--- src/rtl/tgp_pkg.sv ---
package tgp_pkg;
  localparam int ADDR_W = 2;
  typedef logic [ADDR_W-1:0] addr_t;
  localparam addr_t A_DATA = 2'd0;
  localparam addr_t A_DIR  = 2'd1;
  localparam addr_t A_STAT = 2'd2;
  localparam int    AUX_N  = 2;
endpackage

--- src/rtl/tgp_sync.sv ---
module tgp_sync #(
  parameter int N = 8
) (
  input  logic         clk,
  input  logic         rst,
  input  logic [N-1:0] d,
  output logic [N-1:0] q
);
  logic [N-1:0] meta_q;

  always_ff @(posedge clk) begin
    if (rst) begin
      meta_q <= '0;
      q      <= '0;
    end else begin
      meta_q <= d;
      q      <= meta_q;
    end
  end
endmodule

--- src/rtl/tgp_regs.sv ---
module tgp_regs
  import tgp_pkg::*;
#(
  parameter int           W       = 8,
  parameter int           DW      = 16,
  parameter logic [W-1:0] WR_MASK = 8'h3F
) (
  input  logic             clk,
  input  logic             rst,
  input  logic             bus_we,
  input  logic             bus_re,
  input  addr_t            bus_addr,
  input  logic [DW-1:0]    bus_wdata,
  input  logic [W-1:0]     pin_lvl,
  input  logic [AUX_N-1:0] aux_lvl,
  output logic [W-1:0]     latch_q,
  output logic [W-1:0]     dir_q,
  output logic             data_wr,
  output logic [DW-1:0]    bus_rdata,
  output logic             bus_rvalid
);
  logic [DW-1:0] rd_nx;
  logic          unused_hi;

  assign unused_hi = ^bus_wdata[DW-1:W];
  assign data_wr   = bus_we && (bus_addr == A_DATA);

  always_comb begin
    rd_nx = '0;
    case (bus_addr)
      A_DATA:  rd_nx[W-1:0]     = pin_lvl;
      A_DIR:   rd_nx[W-1:0]     = dir_q;
      A_STAT:  rd_nx[AUX_N-1:0] = aux_lvl;
      default: rd_nx            = '0;
    endcase
  end

  always_ff @(posedge clk) begin
    if (rst) begin
      latch_q    <= '0;
      dir_q      <= '0;
      bus_rdata  <= '0;
      bus_rvalid <= 1'b0;
    end else begin
      if (data_wr)
        latch_q <= bus_wdata[W-1:0];
      if (bus_we && (bus_addr == A_DIR))
        dir_q <= bus_wdata[W-1:0] & WR_MASK;
      bus_rvalid <= bus_re;
      if (bus_re)
        bus_rdata <= rd_nx;
    end
  end

  assert_rvalid_R12: assert property (@(posedge clk) disable iff (rst)
    bus_re |=> bus_rvalid);
  assert_rvalid_drop_R12: assert property (@(posedge clk) disable iff (rst)
    !bus_re |=> !bus_rvalid);
  assert_unmapped_R12: assert property (@(posedge clk) disable iff (rst)
    (bus_re && (bus_addr > A_STAT)) |=> (bus_rdata == '0));
  assert_data_latch_R3: assert property (@(posedge clk) disable iff (rst)
    data_wr |=> (latch_q == $past(bus_wdata[W-1:0])));
endmodule

--- src/rtl/tgp_pin_mux.sv ---
module tgp_pin_mux #(
  parameter int           W       = 8,
  parameter logic [W-1:0] CC_MASK = 8'h0F
) (
  input  logic         clk,
  input  logic         rst,
  input  logic [W-1:0] dir,
  input  logic [W-1:0] latch,
  input  logic [W-1:0] oc_en,
  input  logic [W-1:0] oc_val,
  input  logic [W-1:0] pin_lvl,
  input  logic         data_wr,
  input  logic [W-1:0] wbits,
  output logic [W-1:0] pad_oe,
  output logic [W-1:0] pad_out,
  output logic [W-1:0] cap_level
);
  for (genvar i = 0; i < W; i++) begin : g_pin
    logic drv;
    logic inj;
    logic oe_b;
    logic out_b;
    logic cap_b;
    logic lvl_d;

    if (CC_MASK[i]) begin : g_cc
      assign drv = oc_en[i] ? oc_val[i] : latch[i];
      assign inj = data_wr && !dir[i];

      assert_oc_drive_R4: assert property (@(posedge clk) disable iff (rst)
        (!$past(rst) && $past(oc_en[i])) |-> (out_b == $past(oc_val[i])));
      assert_release_drive_R5: assert property (@(posedge clk) disable iff (rst)
        (!$past(rst) && !$past(oc_en[i])) |-> (out_b == $past(latch[i])));
      assert_inject_R9: assert property (@(posedge clk) disable iff (rst)
        (!$past(rst) && $past(inj)) |-> (cap_b == $past(wbits[i])));
    end else begin : g_fix
      logic unused_oc;
      assign unused_oc = oc_en[i] ^ oc_val[i];
      assign drv = latch[i];
      assign inj = 1'b0;

      assert_fixed_drive_R11: assert property (@(posedge clk) disable iff (rst)
        !$past(rst) |-> (out_b == $past(latch[i])));
    end

    always_ff @(posedge clk) begin
      if (rst) begin
        oe_b  <= 1'b0;
        out_b <= 1'b0;
        cap_b <= 1'b0;
        lvl_d <= 1'b0;
      end else begin
        oe_b  <= dir[i];
        out_b <= drv;
        lvl_d <= pin_lvl[i];
        if (inj)
          cap_b <= wbits[i];
        else if (pin_lvl[i] != lvl_d)
          cap_b <= pin_lvl[i];
      end
    end

    assign pad_oe[i]    = oe_b;
    assign pad_out[i]   = out_b;
    assign cap_level[i] = cap_b;

    assert_dir_oe_R11: assert property (@(posedge clk) disable iff (rst)
      (!$past(rst) && !$past(dir[i])) |-> !oe_b);
  end
endmodule

--- src/rtl/timer_gpio_port.sv ---
module timer_gpio_port
  import tgp_pkg::*;
#(
  parameter int           W        = 8,
  parameter int           DW       = 16,
  parameter logic [W-1:0] CC_MASK  = 8'h0F,
  parameter logic [W-1:0] OUT_MASK = 8'h30
) (
  input  logic              clk,
  input  logic              rst,
  input  logic              bus_we,
  input  logic              bus_re,
  input  logic [ADDR_W-1:0] bus_addr,
  input  logic [DW-1:0]     bus_wdata,
  output logic [DW-1:0]     bus_rdata,
  output logic              bus_rvalid,
  input  logic [W-1:0]      oc_en,
  input  logic [W-1:0]      oc_val,
  output logic [W-1:0]      cap_level,
  input  logic [W-1:0]      pad_in,
  output logic [W-1:0]      pad_oe,
  output logic [W-1:0]      pad_out,
  input  logic              acc_in,
  input  logic              tclk_in
);
  localparam logic [W-1:0] WR_MASK = CC_MASK | OUT_MASK;
  localparam int           SYNC_N  = W + AUX_N;

  logic [SYNC_N-1:0] sync_q;
  logic [W-1:0]      pin_lvl;
  logic [AUX_N-1:0]  aux_lvl;
  logic [W-1:0]      latch_q;
  logic [W-1:0]      dir_q;
  logic              data_wr;

  tgp_sync #(.N(SYNC_N)) u_sync (
    .clk (clk),
    .rst (rst),
    .d   ({tclk_in, acc_in, pad_in}),
    .q   (sync_q)
  );

  assign pin_lvl = sync_q[W-1:0];
  assign aux_lvl = sync_q[SYNC_N-1:W];

  tgp_regs #(.W(W), .DW(DW), .WR_MASK(WR_MASK)) u_regs (
    .clk        (clk),
    .rst        (rst),
    .bus_we     (bus_we),
    .bus_re     (bus_re),
    .bus_addr   (bus_addr),
    .bus_wdata  (bus_wdata),
    .pin_lvl    (pin_lvl),
    .aux_lvl    (aux_lvl),
    .latch_q    (latch_q),
    .dir_q      (dir_q),
    .data_wr    (data_wr),
    .bus_rdata  (bus_rdata),
    .bus_rvalid (bus_rvalid)
  );

  tgp_pin_mux #(.W(W), .CC_MASK(CC_MASK)) u_mux (
    .clk       (clk),
    .rst       (rst),
    .dir       (dir_q),
    .latch     (latch_q),
    .oc_en     (oc_en),
    .oc_val    (oc_val),
    .pin_lvl   (pin_lvl),
    .data_wr   (data_wr),
    .wbits     (bus_wdata[W-1:0]),
    .pad_oe    (pad_oe),
    .pad_out   (pad_out),
    .cap_level (cap_level)
  );

  assert_inonly_hiz_R2: assert property (@(posedge clk) disable iff (rst)
    (pad_oe & ~WR_MASK) == '0);
endmodule

--- config.mk ---
export PLATFORM = sky130hd
export DESIGN_NAME = timer_gpio_port
export DESIGN_NICKNAME = d
export VERILOG_FILES = /design/src/rtl/tgp_pkg.sv /design/src/rtl/tgp_sync.sv /design/src/rtl/tgp_regs.sv /design/src/rtl/tgp_pin_mux.sv /design/src/rtl/timer_gpio_port.sv
export SDC_FILE = /design/constraint.sdc
export NUM_CORES = 1
export LEC_CHECK = 0
export ABC_AREA = 1
export ABC_CLOCK_PERIOD_IN_PS = 1600
export CAP_MARGIN = 20
export CORE_AREA = 5 5 91 76
export DETAILED_ROUTE_END_ITERATION = 16
export DIE_AREA = 0 0 96 81
export PLACE_DENSITY = 0.92
export SLEW_MARGIN = 20
export SYNTH_ARGS = -nofsm -noshare
export SYNTH_HDL_FRONTEND = slang
export SYNTH_SLANG_ARGS = --single-unit
--- constraint.sdc ---
create_clock -name clk -period 1.6 [get_ports clk]
set_clock_uncertainty 0.15 [all_clocks]
set_input_delay 0.32 -clock clk [delete_from_list [all_inputs] [get_ports clk]]
set_output_delay 0.32 -clock clk [all_outputs]
set_load 0.03 [all_outputs]
==> results of run 1 <==
## stage by stage
step           cells  TNS [ns]
3_5_place_dp     456     -2.74
4_1_cts          472         0
6_report         472         0
2_1_floorplan    346         0
5_1_grt          472         0
3_3_place_gp     456     -2.04
## cell type report
class                   instances  area share [%]
clock inverters                 5            2.98
multi-input cells             174            23.3
inverters                      55            6.00
flip-flops and latches         73            41.9
well taps                      81            2.91
clock buffers                  11            3.77
repair buffers                 73            19.1
## sequential cells by signal, summed over array words and instances, names as in the netlist
register and cells:
u_sync.meta_q 10, u_sync.q 10, u_mux.g_pin.cap_b 8, u_mux.g_pin.lvl_d 8, u_mux.g_pin.out_b 8, u_regs.bus_rdata 8
u_regs.latch_q 8, u_mux.g_pin.oe_b 6, u_regs.dir_q 6, u_regs.bus_rvalid 1
## metal layers
metal | global-route usage [%] | wire [um] | vias to the layer above
li1 | - | - | 1083
met1 | 17.9 | 2440 | 904
met2 | 21.6 | 2380 | 79
met3 | 5.74 | 431 | 14
met4 | 7.24 | 122 | 0
met5 | 0 | 0 | -
## worst paths after layout
check | end | slack, ns | depth (start not counted)
setup / recovery | bus_rdata[5] | 0.06 | 1
hold / removal | u_mux.g_pin[4].cap_b$_SDFFE_PP0P_ | 0.25 | 1
setup reg to reg | u_regs.bus_rdata[5]$_SDFFE_PP0P_ | 0.63 | 4
hold reg to reg | u_mux.g_pin[4].cap_b$_SDFFE_PP0P_ | 0.25 | 1
## cell families (layout without fill, tap and decap cells)
logic type,Yosys count,count (layout),share of synthesized area [%]
flip-flops,73,73,52.8
AND/OR/NAND/NOR,102,102,16.3
AO/OA/AOI/OAI,62,62,11.8
buffers and inverters,99,144,19.0
other,1,10,0.136
## synthesized netlist by cell type (all sizes together)
cell type | instances | share of area, %
dfxtp | 73 | 53
inv | 55 | 7.6
nor2 | 49 | 7.2
nand2 | 43 | 6.6
buf | 39 | 11
o21ai | 32 | 5.9
a21oi | 30 | 5.8
nand3 | 10 | 2.5
clkbuf | 5 | 0.68
conb | 1 | 0.14
## repair_timing
action,4_1_cts,5_1_grt
endpoints found under the setup margin,31,14
hold buffers,0,0
gates cloned,0,0
gates resized for setup,33,17
## power groups by stage
stage	Clock [uW]	Combinational, uW	Sequential, uW
floorplan	0	298	1990
global route	1800	478	1940
CTS	1720	442	1930
finish	1670	437	1940
global placement	0	453	1970
detailed placement	0	464	1980
==> qor.log, run 1 <==
qor: worst_setup_path.critPathBufInv 1
qor: layout.most-common-layout-cells dfxtp_1 (73), inv_1 (53), nor2_1 (47), nand2_1 (37), clkdlybuf4s50_1 (30)
qor: die.boundaryPins 89
qor: placement.dpl_worst_slack -0.179 ns
qor: worst_setup_path.criticalPathCategory reg2out
qor: power_and_ir_drop.clkPwrFrac 41.4%
qor: power_and_ir_drop.pwr-share-seq 47.8%
qor: die.chipWidth 96 um
qor: run_status.run_status finished clean
qor: placement.gp_congestion 0.808
qor: layout.final_area 3480 um2
qor: clocking.clk_root_buffer_cell clkbuf_8
qor: synth.post_synth_num_cell_types 23
qor: power_and_ir_drop.switching_share 23.2%
qor: power_and_ir_drop.p_int 3110 uW
qor: synth.ys.warnings.count 0
qor: synth.yosys_register_bits 73
qor: die.floorplan.rows 25
qor: routing.route.detailed.wl_per_inst 11.4 um
qor: clocking.worst_skew_pair.late_latency 0.34 ns
qor: die.die-area 7780 um2
qor: clocking.cts_buffers 9
qor: worst_setup_path.timing.critical_path.slowest_cell_delay 0.40 ns
qor: routing.drt_pass1_iterations 4
qor: global_routing.first_global_vias 1860
qor: layout.multi_input_area 813 um2
qor: layout.register_area 1460 um2
qor: layout.final_net_count 434
qor: worst_setup_path.critical_path.startpoint u_regs.bus_rdata[5]$_SDFFE_PP0P_
qor: routing.routed_wirelength 5.37 mm
qor: timing.finalCriticalPeriod 1.54 ns
qor: clocking.post-cts-setup-buffers 0
qor: timing.final_min_period_over_clock_period 96.4%
qor: placement.numPortBuffers 62
qor: global_routing.gr_overflow_total 0
qor: power_and_ir_drop.power.density 1160 nW/um2
qor: clocking.clock_sinks 73
qor: power_and_ir_drop.post_route_total_power 4050 uW
qor: routing.vias 2080
qor: synth.avgSynthCellArea 8.21 um2
qor: worst_setup_path.worst-endpoint-required 1.13 ns
qor: synth.synth_sequential_area_ratio 52.8%
qor: timing.finalHoldViolCount 0
qor: global_routing.number_of_antenna_violations_at_the_first_check_in_global_routing 0
qor: power_and_ir_drop.p_switching 938 uW
qor: synth.post_synth_inst_count 337
qor: global_routing.wire_length_of_the_first_global_routing_pass 8.42 mm
qor: worst_setup_path.crit_path_end_kind output pin
qor: global_routing.grt_max_degree 28
qor: layout.fill_cells 525
qor: worst_setup_path.r2r_start u_sync.q[5]$_SDFF_PP0_
qor: clocking.clock_tree.buffer_depth 2
qor: placement.placement.cell_area 3300 um2
qor: layout.drive_above_1_share 12.5%
qor: timing.timing.final.max_slew_violations 0
qor: layout.mostFrequentLayoutCell dfxtp_1
qor: routing.vias_per_cell 4.41
qor: hold_path.hold_class reg2reg
qor: die.die_y_extent 81 um
qor: layout.layout-area-overhead-vs-synth 26.0%
qor: layout.insertedDiodeCount 0
qor: routing.drtIter0Drc 38
qor: global_routing.grtUsageTotal 14.4%
qor: timing.grt_setup_unrepaired false
qor: clocking.clkSlewWorstSetupHoldPaths 0.07 ns
qor: timing.timing.fmax 648 MHz
qor: worst_setup_path.critical_path.cell_chain dlygate4sd2_1
qor: power_and_ir_drop.pwr-share-comb 10.8%
qor: timing.hold_slack 0.252 ns
qor: power_and_ir_drop.power_leakage 0.00158 uW
qor: worst_setup_path.crit_arrival 1.07 ns
qor: worst_setup_path.critPathMaxFanout 2
qor: placement.detailed_place_hpwl 3.94 mm
qor: die.floorplan.initialDensity 47.5%
qor: run.drv.max_cap_violation_count 0
qor: layout.final_core_util 59.9%
qor: timing.layout_setup_ws 0.0568 ns
qor: worst_setup_path.crit_path_top_delay_cell dlygate4sd2_1
qor: clocking.cts_htree_levels 3
qor: die.core_area 5820 um2
qor: timing.setup_viol 0
qor: worst_setup_path.critical_path.top_delay_family buffers and inverters
qor: routing.drtAntennaViolNets 0
qor: worst_setup_path.critPathLaunchType flip-flop
qor: routing.drc 0
qor: hold_path.hold_path.startpoint u_mux.g_pin[4].lvl_d$_SDFF_PP0_
qor: clocking.tritoncts yes
qor: power_and_ir_drop.largest_voltage_drop_on_the_vdd_net 0.668 mV
qor: synth.synth.cell_area 2770 um2
Note: power is estimated with default switching activity, not from simulation.
==> run 2: changes to the inputs <==
--- a/config.mk
+++ b/config.mk
@@ -8,10 +8,10 @@
 export ABC_AREA = 1
 export ABC_CLOCK_PERIOD_IN_PS = 1600
 export CAP_MARGIN = 20
-export CORE_AREA = 5 5 91 76
+export CORE_AREA = 5 5 101 84
 export DETAILED_ROUTE_END_ITERATION = 16
-export DIE_AREA = 0 0 96 81
-export PLACE_DENSITY = 0.92
+export DIE_AREA = 0 0 106 89
+export PLACE_DENSITY = 0.78
 export SLEW_MARGIN = 20
 export SYNTH_ARGS = -nofsm -noshare
 export SYNTH_HDL_FRONTEND = slang
==> qor.log, run 2 (synthesized netlist as in run 1, its figures left out) <==
qor: run_status.run_status finished clean
qor: global_routing.wire_length_of_the_first_global_routing_pass 9.30 mm [+10%]
qor: routing.drtIter0Drc 66 [+74%]
qor: power_and_ir_drop.largest_voltage_drop_on_the_vdd_net 0.475 mV [-29%]
qor: die.floorplan.rows 28 [+12%]
qor: routing.vias 2051 [-1.4%]
qor: worst_setup_path.timing.critical_path.slowest_cell_delay 0.38 ns [-0.02 ns]
qor: clocking.worst_skew_pair.late_latency 0.35 ns [about the same]
qor: routing.drc 0 [unchanged]
qor: layout.largest_registers u_sync.meta_q x10, u_sync.q x10
qor: global_routing.grtUsageTotal 12.6% [-1.8 points]
qor: timing.finalCriticalPeriod 1.55 ns [+0.00736 ns]
qor: routing.highest-signal-layer met4
qor: routing.detailroute.wirelength.met3 344 um [-20%]
qor: layout.final_net_count 434 [unchanged]
qor: clocking.clk_root_buffer_cell clkbuf_8
qor: die.core_area 7290 um2 [+25%]
qor: timing.finalHoldViolCount 0 [unchanged]
qor: clocking.cts_htree_levels 3 [unchanged]
qor: clocking.cts_buffers 9 [unchanged]
qor: placement.place.detailed.instances 465 [+2.0%]
qor: routing.vias_per_cell 4.26 [-3.2%]
qor: die.die_y_extent 89 um [+9.9%]
qor: die.chipWidth 106 um [+10%]
qor: run.drv.max_cap_violation_count 0 [unchanged]
qor: power_and_ir_drop.switching_share 24.2% [+1.0 points]
qor: hold_path.hold_class reg2reg
qor: timing.timing.fmax 645 MHz [-0.47%]
qor: layout.final_cells 481 [+1.9%]
qor: layout.drive_above_1_share 13.8% [+1.3 points]
qor: worst_setup_path.critical_path.top_delay_family buffers and inverters
qor: worst_setup_path.worst-endpoint-required 1.13 ns [about the same]
qor: layout.fill_cells 712 [+36%]
qor: global_routing.first_global_vias 2001 [+7.6%]
qor: global_routing.number_of_antenna_violations_at_the_first_check_in_global_routing 0 [unchanged]
qor: worst_setup_path.critPathLaunchType flip-flop
qor: worst_setup_path.criticalPathCategory reg2out
qor: placement.detailed_place_hpwl 4.04 mm [+2.6%]
qor: power_and_ir_drop.pwr-share-seq 48.9% [+1.1 points]
qor: clocking.ctsResizeCount 43 [+30%]
qor: global_routing.grt_max_degree 31 [+11%]
qor: worst_setup_path.critPathBufInv 1 [unchanged]
qor: die.floorplan.initialDensity 38.0% [-9.6 points]
qor: clocking.clock_tree.buffer_depth 2 [unchanged]
qor: power_and_ir_drop.p_int 3000 uW [-3.4%]
qor: placement.numPortBuffers 62 [unchanged]
qor: layout.mostFrequentLayoutCell dfxtp_1
qor: timing.final_min_period_over_clock_period 96.9% [+0.46 points]
qor: power_and_ir_drop.clkPwrFrac 39.9% [-1.5 points]
qor: power_and_ir_drop.post_route_total_power 3960 uW [-2.1%]
qor: worst_setup_path.crit_path_top_delay_cell clkdlybuf4s15_1
qor: routing.drtAntennaViolNets 0 [unchanged]
qor: clocking.tritoncts yes
qor: layout.insertedDiodeCount 0 [unchanged]
qor: routing.drt_pass1_iterations 4 [unchanged]
qor: power_and_ir_drop.p_switching 958 uW [+2.2%]
qor: clocking.cts_hold_buf 0 [unchanged]
qor: routing.m1WireLength 2.62 mm [+7.5%]
qor: die.boundaryPins 89 [unchanged]
qor: die.die-area 9430 um2 [+21%]
qor: clocking.clkSlewWorstSetupHoldPaths 0.07 ns [about the same]
qor: routing.routed_wirelength 5.51 mm [+2.7%]
qor: power_and_ir_drop.power_leakage 0.00157 uW [-0.76%]
qor: worst_setup_path.critPathMaxFanout 3 [+1]
qor: timing.layout_setup_ws 0.0494 ns [-0.00736 ns]
qor: routing.route.detailed.wl_per_inst 11.5 um [+0.76%]
qor: power_and_ir_drop.pwr-share-comb 11.2% [+0.4 points]
qor: clocking.clock_sinks 73 [unchanged]
qor: layout.most-common-layout-cells dfxtp_1 (73), inv_1 (53), nor2_1 (47), nand2_1 (37), clkdlybuf4s50_1 (30)
qor: layout.layout-area-overhead-vs-synth 26.6%
qor: placement.gp_congestion 0.767 [-5.1%]
qor: placement.dpl_worst_slack -0.164 ns [+0.0157 ns]
qor: timing.timing.final.max_slew_violations 0 [unchanged]
qor: clocking.post-cts-setup-buffers 0 [unchanged]
qor: power_and_ir_drop.power.density 1130 nW/um2 [-2.7%]
qor: routing.detailroute.wirelength.met2 2.46 mm [+3.5%]
qor: timing.setup_viol 0 [unchanged]
qor: worst_setup_path.crit_path_end_kind output pin
qor: worst_setup_path.critical_path.cell_chain clkdlybuf4s15_1
qor: global_routing.gr_overflow_total 0 [unchanged]
qor: timing.grt_setup_unrepaired false
qor: worst_setup_path.crit_arrival 1.08 ns [about the same]
==> run 2: cell types whose count changed in the layout (fill, tap and decap cells not counted), sizes merged <==
cell         before  now
clkinvlp          0    1
bufinv            3    2
clkinv            2    1
dlygate4sd2      17   14
clkbuf           16   18
buf              12   14
==> run 2: worst paths after layout <==
check	startpoint	to	slack, ns	cells after the start
worst max-delay path	u_mux.g_pin[3].cap_b$_SDFFE_PP0P_	cap_level[3]	0.05	1
worst min-delay path	u_mux.g_pin[7].lvl_d$_SDFF_PP0_	u_mux.g_pin[7].cap_b$_SDFFE_PP0P_	0.24	1
worst max register to register	u_mux.g_pin[1].lvl_d$_SDFF_PP0_	u_mux.g_pin[1].cap_b$_SDFFE_PP0P_	0.61	5
worst min register to register	u_mux.g_pin[7].lvl_d$_SDFF_PP0_	u_mux.g_pin[7].cap_b$_SDFFE_PP0P_	0.24	1
==> run 2: worst register-to-register path, stage by stage, from the launching register on <==
cell     delay (ns)
dfxtp_1        0.34
inv_1          0.06
o21ai_0        0.14
nand2_1        0.08
nand2_2        0.07
a21oi_2        0.04
==> run 2: layout make-up <==
type / instances / area, um2 / share of cell area [%]
clock buffer: 12 / 145 / 4.14
inverter: 55 / 209 / 5.96
tap: 90 / 113 / 3.21
sequential: 73 / 1460 / 41.7
multi-input combinational: 174 / 813 / 23.2
clock inverter: 4 / 76.3 / 2.18
timing repair buffer: 73 / 686 / 19.6
==> run 2: layer usage <==
layer,vias up,track usage [%]
li1,1085,-
met1,895,15.1
met2,62,20.9
met3,9,4.69
met4,0,5.29
met5,-,0
==> run 2: power by group through the flow <==
| stage | Combinational [uW] | Sequential [uW] | Clock, uW |
|---|---|---|---|
| after global placement | 461 | 1980 | 0 |
| after floorplan | 298 | 1990 | 0 |
| final | 445 | 1940 | 1580 |
| after global routing | 489 | 1950 | 1720 |
| after detailed placement | 470 | 1980 | 0 |
| after CTS | 452 | 1940 | 1630 |
==> run 2: per-stage QoR <==
stage                     cell area, um2  hold WS (ns)  TNS [ns]  utilization [%]
after detailed placement            3330         0.246     -2.65             45.7
after floorplan                     2800         0.232         0                -
after CTS                           3530         0.247         0             48.4
final                               3500         0.245         0             48.1
after global placement              3330         0.237     -2.20             45.7
after global routing                3500         0.260         0             48.1
==> run 3: changes to the inputs <==
--- a/config.mk
+++ b/config.mk
@@ -9,6 +9,7 @@
 export ABC_CLOCK_PERIOD_IN_PS = 1600
 export CAP_MARGIN = 20
 export CORE_AREA = 5 5 101 84
+export CTS_BUF_LIST = sky130_fd_sc_hd__clkbuf_8
 export DETAILED_ROUTE_END_ITERATION = 16
 export DIE_AREA = 0 0 106 89
 export PLACE_DENSITY = 0.78
==> qor.log, run 3 (synthesized netlist as in run 1, its figures left out) <==
qor: run_status.run_status finished clean
qor: routing.drt_pass1_iterations 4 [unchanged]
qor: layout.fill_cells 713 [+0.14%]
qor: die.die_y_extent 89 um [unchanged]
qor: layout.final_core_util 48.0% [-0.069 points]
qor: hold_path.hold_path.startpoint u_mux.g_pin[7].lvl_d$_SDFF_PP0_
qor: worst_setup_path.critical_path.startpoint u_mux.g_pin[3].cap_b$_SDFFE_PP0P_
qor: placement.detailed_place_hpwl 4.04 mm [unchanged]
qor: layout.final_cells 481 [unchanged]
qor: hold_path.hold_class reg2reg
qor: layout.insertedDiodeCount 0 [unchanged]
qor: clocking.clock_sinks 73 [unchanged]
qor: power_and_ir_drop.largest_voltage_drop_on_the_vdd_net 0.475 mV [about the same]
qor: worst_setup_path.timing.critical_path.slowest_cell_delay 0.38 ns [about the same]
qor: layout.final_area 3500 um2 [-0.14%]
qor: run.drv.max_cap_violation_count 0 [unchanged]
qor: clocking.cts_htree_levels 3 [unchanged]
qor: timing.finalCriticalPeriod 1.55 ns [-0.0000468 ns]
qor: worst_setup_path.r2r_start u_mux.g_pin[1].lvl_d$_SDFF_PP0_
qor: layout.multi_input_area 813 um2 [unchanged]
qor: worst_setup_path.critPathMaxFanout 3 [unchanged]
qor: clocking.worst_skew_pair.late_latency 0.35 ns [about the same]
qor: global_routing.wire_length_of_the_first_global_routing_pass 9.30 mm [unchanged]
qor: die.floorplan.rows 28 [unchanged]
qor: placement.numPortBuffers 62 [unchanged]
qor: timing.grt_setup_unrepaired false
qor: clocking.clkSlewWorstSetupHoldPaths 0.07 ns [about the same]
qor: routing.vias 2053 [+0.098%]
qor: power_and_ir_drop.power_leakage 0.00158 uW [+0.52%]
qor: clocking.tritoncts yes
qor: layout.largest_registers u_sync.meta_q x10, u_sync.q x10
qor: die.core_area 7290 um2 [unchanged]
qor: worst_setup_path.critical_path.cell_chain clkdlybuf4s15_1
qor: clocking.cts_buffers 9 [unchanged]
qor: die.die-area 9430 um2 [unchanged]
qor: timing.final.setup.tns 0 ns [unchanged]
qor: worst_setup_path.critPathBufInv 1 [unchanged]
qor: worst_setup_path.critPathLaunchType flip-flop
qor: layout.drive_above_1_share 14.1% [+0.26 points]
qor: worst_setup_path.crit_path_end_kind output pin
qor: worst_setup_path.crit_path_top_delay_cell clkdlybuf4s15_1
qor: global_routing.first_global_vias 2001 [unchanged]
qor: timing.timing.fmax 645 MHz [about the same]
qor: layout.final_net_count 434 [unchanged]
qor: routing.drc 0 [unchanged]
qor: layout.most-common-layout-cells dfxtp_1 (73), inv_1 (55), nor2_1 (47), nand2_1 (37), clkdlybuf4s50_1 (30)
qor: worst_setup_path.critical_path.top_delay_family buffers and inverters
qor: timing.timing.final.max_slew_violations 0 [unchanged]
qor: layout.layout-area-overhead-vs-synth 26.5%
qor: power_and_ir_drop.power.density 1130 nW/um2 [-0.11%]
qor: placement.place.detailed.instances 465 [unchanged]
qor: timing.setup_viol 0 [unchanged]
qor: routing.route.detailed.wl_per_inst 11.5 um [+0.45%]
qor: routing.drtIter0Drc 65 [-1.5%]
qor: global_routing.number_of_antenna_violations_at_the_first_check_in_global_routing 0 [unchanged]
qor: routing.routed_wirelength 5.53 mm [+0.45%]
qor: worst_setup_path.crit_arrival 1.08 ns [about the same]
qor: worst_setup_path.worst-endpoint-required 1.13 ns [about the same]
qor: die.chipWidth 106 um [unchanged]
qor: global_routing.gr_overflow_total 0 [unchanged]
qor: clocking.clk_root_buffer_cell clkbuf_8
qor: timing.finalHoldViolCount 0 [unchanged]
qor: routing.drtAntennaViolNets 0 [unchanged]
qor: layout.register_area 1460 um2 [unchanged]
qor: routing.vias_per_cell 4.27 [about the same]
qor: global_routing.grt_max_degree 31 [unchanged]
qor: clocking.clock_tree.buffer_depth 2 [unchanged]
qor: worst_setup_path.criticalPathCategory reg2out
qor: placement.placement.cell_area 3330 um2 [unchanged]
qor: timing.final_min_period_over_clock_period 96.9% [about the same]
qor: placement.gp_congestion 0.767 [unchanged]
qor: layout.mostFrequentLayoutCell dfxtp_1
qor: die.floorplan.initialDensity 38.0% [unchanged]
qor: die.boundaryPins 89 [unchanged]
qor: global_routing.grtUsageTotal 12.6% [unchanged]
qor: clocking.post-cts-setup-buffers 0 [unchanged]
-- run 3: stage by stage --
stage	hold slack, ns	setup slack, ns	power, uW
2_1_floorplan	0.232	0.373	2290
3_3_place_gp	0.237	-0.142	2440
3_5_place_dp	0.246	-0.164	2450
4_1_cts	0.247	0.00577	4010
5_1_grt	0.260	0.00203	4140
6_report	0.245	0.0495	3950
-- run 3: final cells by class --
| type | instances | area share, % |
|---|---|---|
| multi-input cells | 174 | 23.2 |
| well taps | 90 | 3.22 |
| repair buffers | 73 | 19.5 |
| inverters | 55 | 5.97 |
| clock buffers | 10 | 3.93 |
| flip-flops and latches | 73 | 41.8 |
| clock inverters | 6 | 2.40 |
-- run 3: worst paths after layout --
| path | endpoint | slack, ns | cells after the start |
|---|---|---|---|
| worst max-delay path | cap_level[3] | 0.05 | 1 |
| worst min-delay path | u_mux.g_pin[7].cap_b$_SDFFE_PP0P_ | 0.24 | 1 |
| worst max register to register | u_mux.g_pin[1].cap_b$_SDFFE_PP0P_ | 0.61 | 5 |
| worst min register to register | u_mux.g_pin[7].cap_b$_SDFFE_PP0P_ | 0.24 | 1 |
-- run 3: repair_timing --
item / in CTS / in global routing
endpoints found under the setup margin: 29 / 10
gates resized for setup: 43 / 10
hold buffers: 0 / 0
-- run 3: power by group --
group / internal, uW / switching [uW] / total, uW / leakage (uW)
registers: 1900 / 37.4 / 1940 / 0.000599
clock network: 911 / 659 / 1570 / 0.000115
logic: 179 / 265 / 444 / 0.000865
total: 2990 / 961 / 3950 / 0.00158
-- run 3: metal layers --
metal  share of wire (%)  track usage [%]
met1                  48             15.1
met2                  44             20.9
met3                 5.8             4.69
met4                 1.6             5.29
met5                   0                0
